## config.mk

```make
export PLATFORM = sky130hd
export DESIGN_NAME = csr_access_unit
export DESIGN_NICKNAME = d
export VERILOG_FILES = /design/src/rtl/csr_access_pkg.sv /design/src/rtl/csr_addr_decode.sv /design/src/rtl/csr_state_regs.sv /design/src/rtl/csr_cycle_counter.sv /design/src/rtl/csr_read_mux.sv /design/src/rtl/csr_access_unit.sv
export SDC_FILE = /design/constraint.sdc
export NUM_CORES = 1
export LEC_CHECK = 0
export BUFFER_PORTS_ARGS = -buffer_cell sky130_fd_sc_hd__buf_2
export CAP_MARGIN = 20
export CORE_ASPECT_RATIO = 1.2
export CORE_MARGIN = 8
export CORE_UTILIZATION = 53
export CTS_BUF_LIST = sky130_fd_sc_hd__clkbuf_8
export CTS_CLUSTER_DIAMETER = 40
export DETAILED_ROUTE_END_ITERATION = 10
export PLACE_DENSITY = 0.75
export SLEW_MARGIN = 5
export SYNTH_ARGS = -nofsm -noshare
export SYNTH_HDL_FRONTEND = slang
export SYNTH_SLANG_ARGS = --single-unit
```

## constraint.sdc

```tcl
create_clock -name clk -period 4.1 [get_ports clk]
set_clock_uncertainty 0.15 [all_clocks]
set_input_delay 0.82 -clock clk [delete_from_list [all_inputs] [get_ports clk]]
set_output_delay 0.82 -clock clk [all_outputs]
set_load 0.01 [all_outputs]
```

## src/rtl/csr_access_pkg.sv

```systemverilog
// Package: shared constants, selector type and mask functions for the CSR
// access unit. Assumes only user (0) and machine (3) privilege are used.
package csr_access_pkg;

    localparam logic [1:0] PRIV_USER    = 2'd0;
    localparam logic [1:0] PRIV_MACHINE = 2'd3;

    localparam int IRQ_W     = 12;
    localparam int TIMER_BIT = 7;

    // Address map
    localparam logic [11:0] A_STATUS_M  = 12'h300;
    localparam logic [11:0] A_STATUS_U  = 12'h000;
    localparam logic [11:0] A_IE_M      = 12'h304;
    localparam logic [11:0] A_IE_U      = 12'h004;
    localparam logic [11:0] A_IP_M      = 12'h344;
    localparam logic [11:0] A_IP_U      = 12'h044;
    localparam logic [11:0] A_ISA       = 12'h301;
    localparam logic [11:0] A_EXC_DELEG = 12'h302;
    localparam logic [11:0] A_IRQ_DELEG = 12'h303;
    localparam logic [11:0] A_VECTOR    = 12'h305;
    localparam logic [11:0] A_SCRATCH   = 12'h340;
    localparam logic [11:0] A_RET_PC    = 12'h341;
    localparam logic [11:0] A_CAUSE     = 12'h342;
    localparam logic [11:0] A_FAULT_VAL = 12'h343;
    localparam logic [11:0] A_HART      = 12'hF14;
    localparam logic [11:0] A_CYCLE_M   = 12'hB00;
    localparam logic [11:0] A_CYCLE_U   = 12'hC00;

    typedef enum logic [3:0] {
        SEL_NONE,
        SEL_STATUS,
        SEL_IE,
        SEL_IP,
        SEL_ISA,
        SEL_HART,
        SEL_CYCLE,
        SEL_EXC_DELEG,
        SEL_IRQ_DELEG,
        SEL_VECTOR,
        SEL_SCRATCH,
        SEL_RET_PC,
        SEL_CAUSE,
        SEL_FAULT_VAL
    } csr_sel_e;

    // Plain full-width read/write registers, indexed 0..NUM_PLAIN-1
    localparam int NUM_PLAIN     = 7;
    localparam int PLAIN_IRQ_DEL = 1;

    // Map a plain-register index to its selector
    function automatic csr_sel_e plain_sel(input int idx);
        case (idx)
            0:       return SEL_EXC_DELEG;
            1:       return SEL_IRQ_DELEG;
            2:       return SEL_VECTOR;
            3:       return SEL_SCRATCH;
            4:       return SEL_RET_PC;
            5:       return SEL_CAUSE;
            default: return SEL_FAULT_VAL;
        endcase
    endfunction

    // Visible/writable status bits for the alias privilege
    function automatic logic [31:0] status_mask(input logic [1:0] alias_priv);
        return (alias_priv == PRIV_USER) ? 32'h8000_0011 : 32'h807F_F9DD;
    endfunction

    // Writable interrupt bits for the alias privilege
    function automatic logic [IRQ_W-1:0] irq_mask(input logic [1:0] alias_priv);
        return (alias_priv == PRIV_USER) ? 12'h111 : 12'hBBB;
    endfunction

endpackage

```

## src/rtl/csr_addr_decode.sv

```systemverilog
// Address decoder and access checker. Turns the address into a register
// selector, and flags privilege faults, unmapped addresses and writes to
// read-only registers. Purely combinational; assumes a single request per cycle.
module csr_addr_decode
    import csr_access_pkg::*;
(
    input  logic        req_valid,
    input  logic        req_write,
    input  logic [11:0] req_addr,
    input  logic [1:0]  cur_priv,
    output csr_sel_e    sel,
    output logic [1:0]  alias_priv,
    output logic        err,
    output logic        wr_en
);

    logic priv_fault;
    logic read_only;

    // Map the address onto a register selector
    always_comb begin
        case (req_addr)
            A_STATUS_M, A_STATUS_U: sel = SEL_STATUS;
            A_IE_M, A_IE_U:         sel = SEL_IE;
            A_IP_M, A_IP_U:         sel = SEL_IP;
            A_ISA:                  sel = SEL_ISA;
            A_EXC_DELEG:            sel = SEL_EXC_DELEG;
            A_IRQ_DELEG:            sel = SEL_IRQ_DELEG;
            A_VECTOR:               sel = SEL_VECTOR;
            A_SCRATCH:              sel = SEL_SCRATCH;
            A_RET_PC:               sel = SEL_RET_PC;
            A_CAUSE:                sel = SEL_CAUSE;
            A_FAULT_VAL:            sel = SEL_FAULT_VAL;
            A_HART:                 sel = SEL_HART;
            A_CYCLE_M, A_CYCLE_U:   sel = SEL_CYCLE;
            default:                sel = SEL_NONE;
        endcase
    end

    // Judge whether the access is allowed
    always_comb begin
        alias_priv = req_addr[9:8];
        priv_fault = cur_priv < req_addr[9:8];
        read_only  = (req_addr[11:10] == 2'b11) || (sel == SEL_ISA);
        err        = req_valid &&
                     ((sel == SEL_NONE) || priv_fault || (req_write && read_only));
        wr_en      = req_valid && req_write && !err;
    end

endmodule

```

## src/rtl/csr_state_regs.sv

```systemverilog
// Register storage: the shared status, enable and pending registers with
// per-alias write masks, and the plain full-width registers. Writes land on
// the clock edge after an accepted request. Assumes XLEN >= 32.
module csr_state_regs
    import csr_access_pkg::*;
#(
    parameter int XLEN = 32
) (
    input  logic                           clk,
    input  logic                           rst_n,
    input  logic                           wr_en,
    input  csr_sel_e                       sel,
    input  logic [1:0]                     alias_priv,
    input  logic [XLEN-1:0]                wdata,
    input  logic                           timer_irq,
    output logic [XLEN-1:0]                status_q,
    output logic [IRQ_W-1:0]               ie_q,
    output logic [IRQ_W-1:0]               ip_q,
    output logic [NUM_PLAIN-1:0][XLEN-1:0] plain_q
);

    localparam logic [IRQ_W-1:0] TIMER_ONLY = IRQ_W'(1) << TIMER_BIT;

    logic [XLEN-1:0]  smask;
    logic [IRQ_W-1:0] imask;
    logic [IRQ_W-1:0] ip_sw_mask;
    logic [IRQ_W-1:0] ip_d;

    // Masks chosen by the privilege encoded in the address
    always_comb begin
        smask      = XLEN'(status_mask(alias_priv));
        imask      = irq_mask(alias_priv);
        ip_sw_mask = imask & ~TIMER_ONLY;
    end

    // Status register: only masked bits move
    always_ff @(posedge clk) begin
        if (!rst_n) begin
            status_q <= '0;
        end else if (wr_en && sel == SEL_STATUS) begin
            status_q <= (status_q & ~smask) | (wdata & smask);
        end
    end

    // Interrupt enable register: only masked bits move
    always_ff @(posedge clk) begin
        if (!rst_n) begin
            ie_q <= '0;
        end else if (wr_en && sel == SEL_IE) begin
            ie_q <= (ie_q & ~imask) | (wdata[IRQ_W-1:0] & imask);
        end
    end

    // Next pending value: software bits, then timer bit from hardware
    always_comb begin
        ip_d = ip_q;
        if (wr_en && sel == SEL_IP) begin
            ip_d = (ip_q & ~ip_sw_mask) | (wdata[IRQ_W-1:0] & ip_sw_mask);
        end
        ip_d[TIMER_BIT] = timer_irq;
    end

    // Interrupt pending register
    always_ff @(posedge clk) begin
        if (!rst_n) begin
            ip_q <= '0;
        end else begin
            ip_q <= ip_d;
        end
    end

    // Plain full-width registers, one per selector
    for (genvar g = 0; g < NUM_PLAIN; g++) begin : g_plain
        localparam csr_sel_e MY_SEL = plain_sel(g);
        // Load on an accepted write to this register
        always_ff @(posedge clk) begin
            if (!rst_n) begin
                plain_q[g] <= '0;
            end else if (wr_en && sel == MY_SEL) begin
                plain_q[g] <= wdata;
            end
        end
    end

endmodule

```

## src/rtl/csr_cycle_counter.sv

```systemverilog
// Free-running cycle counter with a synchronous load. Wraps at its width.
module csr_cycle_counter #(
    parameter int WIDTH = 32
) (
    input  logic             clk,
    input  logic             rst_n,
    input  logic             load,
    input  logic [WIDTH-1:0] load_val,
    output logic [WIDTH-1:0] count
);

    // Count up every cycle, or take the loaded value
    always_ff @(posedge clk) begin
        if (!rst_n) begin
            count <= '0;
        end else if (load) begin
            count <= load_val;
        end else begin
            count <= count + WIDTH'(1);
        end
    end

endmodule

```

## src/rtl/csr_read_mux.sv

```systemverilog
// Read data multiplexer. Applies the alias status mask and the delegation
// filter to enable/pending reads. Returns 0 on error or when idle.
module csr_read_mux
    import csr_access_pkg::*;
#(
    parameter int XLEN = 32
) (
    input  logic                           req_valid,
    input  logic                           err,
    input  csr_sel_e                       sel,
    input  logic [1:0]                     alias_priv,
    input  logic [XLEN-1:0]                status_q,
    input  logic [IRQ_W-1:0]               ie_q,
    input  logic [IRQ_W-1:0]               ip_q,
    input  logic [NUM_PLAIN-1:0][XLEN-1:0] plain_q,
    input  logic [XLEN-1:0]                isa_value,
    input  logic [XLEN-1:0]                hart_id,
    input  logic [XLEN-1:0]                cycle_count,
    output logic [XLEN-1:0]                rd_data
);

    logic [XLEN-1:0] deleg;
    logic [XLEN-1:0] value;

    // Pick the selected register and shape it for the alias
    always_comb begin
        deleg = plain_q[PLAIN_IRQ_DEL];
        value = '0;
        case (sel)
            SEL_STATUS: value = status_q & XLEN'(status_mask(alias_priv));
            SEL_IE:     value = XLEN'(ie_q) & deleg;
            SEL_IP:     value = XLEN'(ip_q) & deleg;
            SEL_ISA:    value = isa_value;
            SEL_HART:   value = hart_id;
            SEL_CYCLE:  value = cycle_count;
            default: begin
                for (int i = 0; i < NUM_PLAIN; i++) begin
                    if (sel == plain_sel(i)) value = plain_q[i];
                end
            end
        endcase
        rd_data = (req_valid && !err) ? value : '0;
    end

endmodule

```

## src/rtl/csr_access_unit.sv

```systemverilog
// Top level of the privilege-checked CSR access unit. Assumes the core
// presents one request per cycle and consumes the response in that cycle.
module csr_access_unit
    import csr_access_pkg::*;
#(
    parameter int              XLEN      = 32,
    parameter logic [XLEN-1:0] ISA_VALUE = XLEN'(32'h4010_1104)
) (
    input  logic            clk,
    input  logic            rst_n,
    input  logic            req_valid,
    input  logic            req_write,
    input  logic [11:0]     req_addr,
    input  logic [XLEN-1:0] req_wdata,
    input  logic [1:0]      cur_priv,
    input  logic [XLEN-1:0] hart_id,
    input  logic            timer_irq,
    output logic [XLEN-1:0] rd_data,
    output logic            err
);

    csr_sel_e                       sel;
    logic [1:0]                     alias_priv;
    logic                           wr_en;
    logic [XLEN-1:0]                status_q;
    logic [IRQ_W-1:0]               ie_q;
    logic [IRQ_W-1:0]               ip_q;
    logic [NUM_PLAIN-1:0][XLEN-1:0] plain_q;
    logic [XLEN-1:0]                cycle_count;
    logic                           cycle_load;

    csr_addr_decode u_decode (
        .req_valid  (req_valid),
        .req_write  (req_write),
        .req_addr   (req_addr),
        .cur_priv   (cur_priv),
        .sel        (sel),
        .alias_priv (alias_priv),
        .err        (err),
        .wr_en      (wr_en)
    );

    csr_state_regs #(.XLEN(XLEN)) u_regs (
        .clk        (clk),
        .rst_n      (rst_n),
        .wr_en      (wr_en),
        .sel        (sel),
        .alias_priv (alias_priv),
        .wdata      (req_wdata),
        .timer_irq  (timer_irq),
        .status_q   (status_q),
        .ie_q       (ie_q),
        .ip_q       (ip_q),
        .plain_q    (plain_q)
    );

    // Counter loads on an accepted write to its machine address
    always_comb cycle_load = wr_en && (sel == SEL_CYCLE);

    csr_cycle_counter #(.WIDTH(XLEN)) u_cycle (
        .clk      (clk),
        .rst_n    (rst_n),
        .load     (cycle_load),
        .load_val (req_wdata),
        .count    (cycle_count)
    );

    csr_read_mux #(.XLEN(XLEN)) u_rmux (
        .req_valid   (req_valid),
        .err         (err),
        .sel         (sel),
        .alias_priv  (alias_priv),
        .status_q    (status_q),
        .ie_q        (ie_q),
        .ip_q        (ip_q),
        .plain_q     (plain_q),
        .isa_value   (ISA_VALUE),
        .hart_id     (hart_id),
        .cycle_count (cycle_count),
        .rd_data     (rd_data)
    );

endmodule

```

==> flow_summary_export.csv <==
group,metric,value,unit
floorplanning,die_h,194,um
placed_design,dp_hpwl,30.2,mm
logic_synthesis,synthXorXnorAreaFrac,1.94,%
final_layout,seqCellArea,5890,sq um
logic_synthesis,yosys_warnings,0,
timing,setup_violations,0,
global_route,grt_usage,27.7,%
final_layout,nets,1813,
hold_path,hp-class,"reg -> reg",
placed_design,gp_congestion,0.953,
global_route,grt_pass1_wl,70.5,mm
timing,setup_tns,0,ns
worst_setup_path,path_class,"in -> out",
global_route,grt_max_degree,78,
drt,routed_via_density,6.33,
job,maxCapViolCount,0,
timing,tightest_slew,1.02,ns
logic_synthesis,ys_ff_latch,294,
logic_synthesis,synth.mux.area_fraction,14.6,%
clock_tree,insertion_delay,0.56,ns
timing,period_minus_slack,4.09,ns
logic_synthesis,synth-edff-count,0,
logic_synthesis,ys_seq_area_share,42.1,%
drt,vias,13200,
clock_tree,cts_buffer_depth,3,
worst_setup_path,crit_arrival,3.12,ns
logic_synthesis,synth_cells,1598,
timing,hold_ws,0.308,ns
clock_tree,cts_made_buffers,47,
drt,drc,0,
final_layout,multi_input_area,7620,sq um
timing,drv_slew,0,
clock_tree,htree_levels,2,
logic_synthesis,syn_avg_cell_area,8.75,sq um
logic_synthesis,synthArstFlopShare,0,%
placed_design,pre_cts_slack,-0.164,ns
clock_tree,cts-root-buf,"clkbuf_8",
worst_setup_path,startpoint_type,"input pin",
timing,hold_violations,0,
logic_synthesis,ys.flop_type,"dfxtp_1",
worst_setup_path,cp-end-kind,"output pin",
logic_synthesis,synth_adder_area_share,0.179,%
final_layout,drive_above_1_share,19.9,%
timing,finalCritPeriodShare,99.7,%
clock_tree,cts.hold.buffers_added,0,
worst_setup_path,cp_num_buf_inv,6,
clock_tree,cts_tree,"done",
placed_design,portBuffers,115,
timing,rsz0062_at_grt,"true",
worst_setup_path,critPathRequiredTime,3.13,ns
worst_setup_path,crit_top_cell,"buf_4",
worst_setup_path,worstPathCellList,"buf_2, or3_1, buf_4, nor4_2, buf_4, nand2_1, buf_4, nand3_1, a21o_1, a211oi_2, buf_4, buf_2",
floorplanning,boundaryPins,116,
drt,wl_per_cell,22.1,um
power,p_per_area,337,nW/um^2
logic_synthesis,syn-cell-area,14000,sq um
worst_setup_path,max_stage_delay,0.42,ns
final_layout,fillers,2138,
power,leakage,7.70,nW
drt,first_pass_iters,7,
logic_synthesis,synth_compound_area_share,17.3,%
worst_setup_path,crit_family,"buffers and inverters",
worst_setup_path,cp_max_fo,12,
timing,slew_headroom,31.3,%
clock_tree,cts_num_sinks,294,
worst_setup_path,r2r_setup_slack,1.74,ns
logic_synthesis,synth.net_count,1683,
clock_tree,path_clk_slew,0.06,ns
worst_setup_path,crit_slowest_cell,"or3_1",
run_status,status,"complete, no violations",
floorplanning,start_util,53.6,%
global_route,grt_pass1_vias,12800,
drt,drt_iter0_markers,1659,
drt,drtAntennaViolNets,0,
final_layout,fin_cells,2094,
logic_synthesis,synth_top_family_by_area,"simple AND/OR/NAND/NOR gates",
placed_design,place_inst,2004,
timing,fin_ws,0.0127,ns
floorplanning,fp.dieW,164,um
logic_synthesis,synthSimpleGateAreaFrac,19.1,%
timing,fmax,245,MHz
drt,wl,46.2,mm
global_route,antenna_found_initial,0,
floorplanning,core,26100,sq um
final_layout,area_growth,19.3,%
floorplanning,dieArea,31900,sq um
floorplanning,row_count,65,
global_route,overflow,0,
power,vdd_drop_max,228,uV
logic_synthesis,synth_cell_types,74,
power,p_total,0.00562,W
## final cells by class
cell class	instances	share of cell area (%)
antenna	1	0.0150
clock buffer	58	4.78
clock inverter	21	0.735
inverter	8	0.180
multi-input combinational	1145	45.7
sequential	294	35.3
tap	335	2.51
timing repair buffer	232	10.8
## routing by layer
layer | part of all wire [%] | global-route usage [%]
met5 | 0 | 0
met4 | 3.9 | 12.4
met3 | 9.7 | 4.97
met1 | 41 | 36.6
met2 | 46 | 43.1
## path summary, 6_finish.rpt
path,endpoint,cells past startpoint,startpoint
setup / recovery,rd_data[19],12,req_addr[5]
hold reg to reg,flip-flop,2,flip-flop
hold / removal,flip-flop,2,flip-flop
setup reg to reg,u_cycle.count[17],6,u_cycle.count[2]
## cell usage after synthesis (all sizes together), types with 4 or more instances
master | count | share of area [%]
nor2b | 12 | 0.54
inv | 8 | 0.21
a21o | 5 | 0.27
and2 | 7 | 0.31
a22o | 4 | 0.25
o2111a | 7 | 0.56
o22ai | 26 | 1.2
nand3 | 187 | 6.8
o21ai | 156 | 5.6
xor2 | 6 | 0.38
and3 | 11 | 0.49
o211a | 27 | 1.9
buf | 35 | 1.5
o22a | 5 | 0.31
clkbuf | 116 | 3.1
nor4 | 8 | 0.40
xnor2 | 25 | 1.6
a222oi | 40 | 2.9
a21oi | 39 | 1.4
nand4 | 14 | 0.63
a22oi | 10 | 0.54
nor2 | 11 | 0.30
mux2i | 190 | 14
nand2 | 256 | 6.9
dfxtp | 294 | 42
or3 | 4 | 0.18
a32o | 7 | 0.50
mux2 | 12 | 0.97
nor3 | 6 | 0.21
and4 | 8 | 0.50
a221oi | 5 | 0.31
nand2b | 4 | 0.18
## cells in the final DEF (no fill, tap or decap), types with 10 or more instances in the layout
cell	netlist	final
dfxtp_1	294	294
o211a_1	27	26
buf_4	1	84
nand3_1	183	181
buf_6	7	13
o21ai_1	18	21
o22ai_1	26	26
a22oi_1	10	10
nor2_1	11	10
nor2b_1	12	12
clkbuf_8	0	58
buf_2	18	111
o21ai_0	138	135
buf_12	0	18
inv_1	8	21
a21oi_1	39	37
xnor2_1	25	25
nand2_1	256	255
mux2i_1	190	190
mux2_2	12	12
nand4_1	14	14
a222oi_1	40	40
## tightest hold or removal path, stage by stage, from the launching register on
cell     delay (ns)
dfxtp_1        0.31
nand2_1        0.05
mux2i_1        0.05
## logic make-up (layout without fill, tap and decap cells)
family	Yosys count	after routing
AND/OR/NAND/NOR	552	552
AO/OA/AOI/OAI	358	358
flip-flops	294	294
multiplexers	202	202
buffers and inverters	159	319
XOR/XNOR	31	31
adder cells (fa/ha/maj)	2	2
other	0	1
## flip-flops by register name (all words and copies together) (netlist names), named ones only
name             flops
u_regs.plain_q     224
u_cycle.count       32
u_regs.ip_q          4
u_regs.ie_q          3
u_regs.status_q      3
## stage by stage
step / cell area (sq um) / utilization, %
2_1_floorplan: 14000 / -
3_3_place_gp: 15400 / 59.1
3_5_place_dp: 15400 / 59.1
4_1_cts: 16500 / 63.1
5_1_grt: 16700 / 63.9
6_report: 16700 / 63.9
## timing repair
item,CTS,global route
gates resized for setup,9,41
pin swaps,5,14
endpoints found under the setup margin,32,32
endpoints found under the hold margin,0,0
setup buffers,4,2
cloned,1,4
## power by group
part | total [W] | switching [W] | internal, W
Sequential | 0.00286 | 0.00000302 | 0.00286
Combinational | 0.000260 | 0.000177 | 0.0000825
Clock | 0.00250 | 0.00116 | 0.00133
Power figures use the tool's default switching activity.
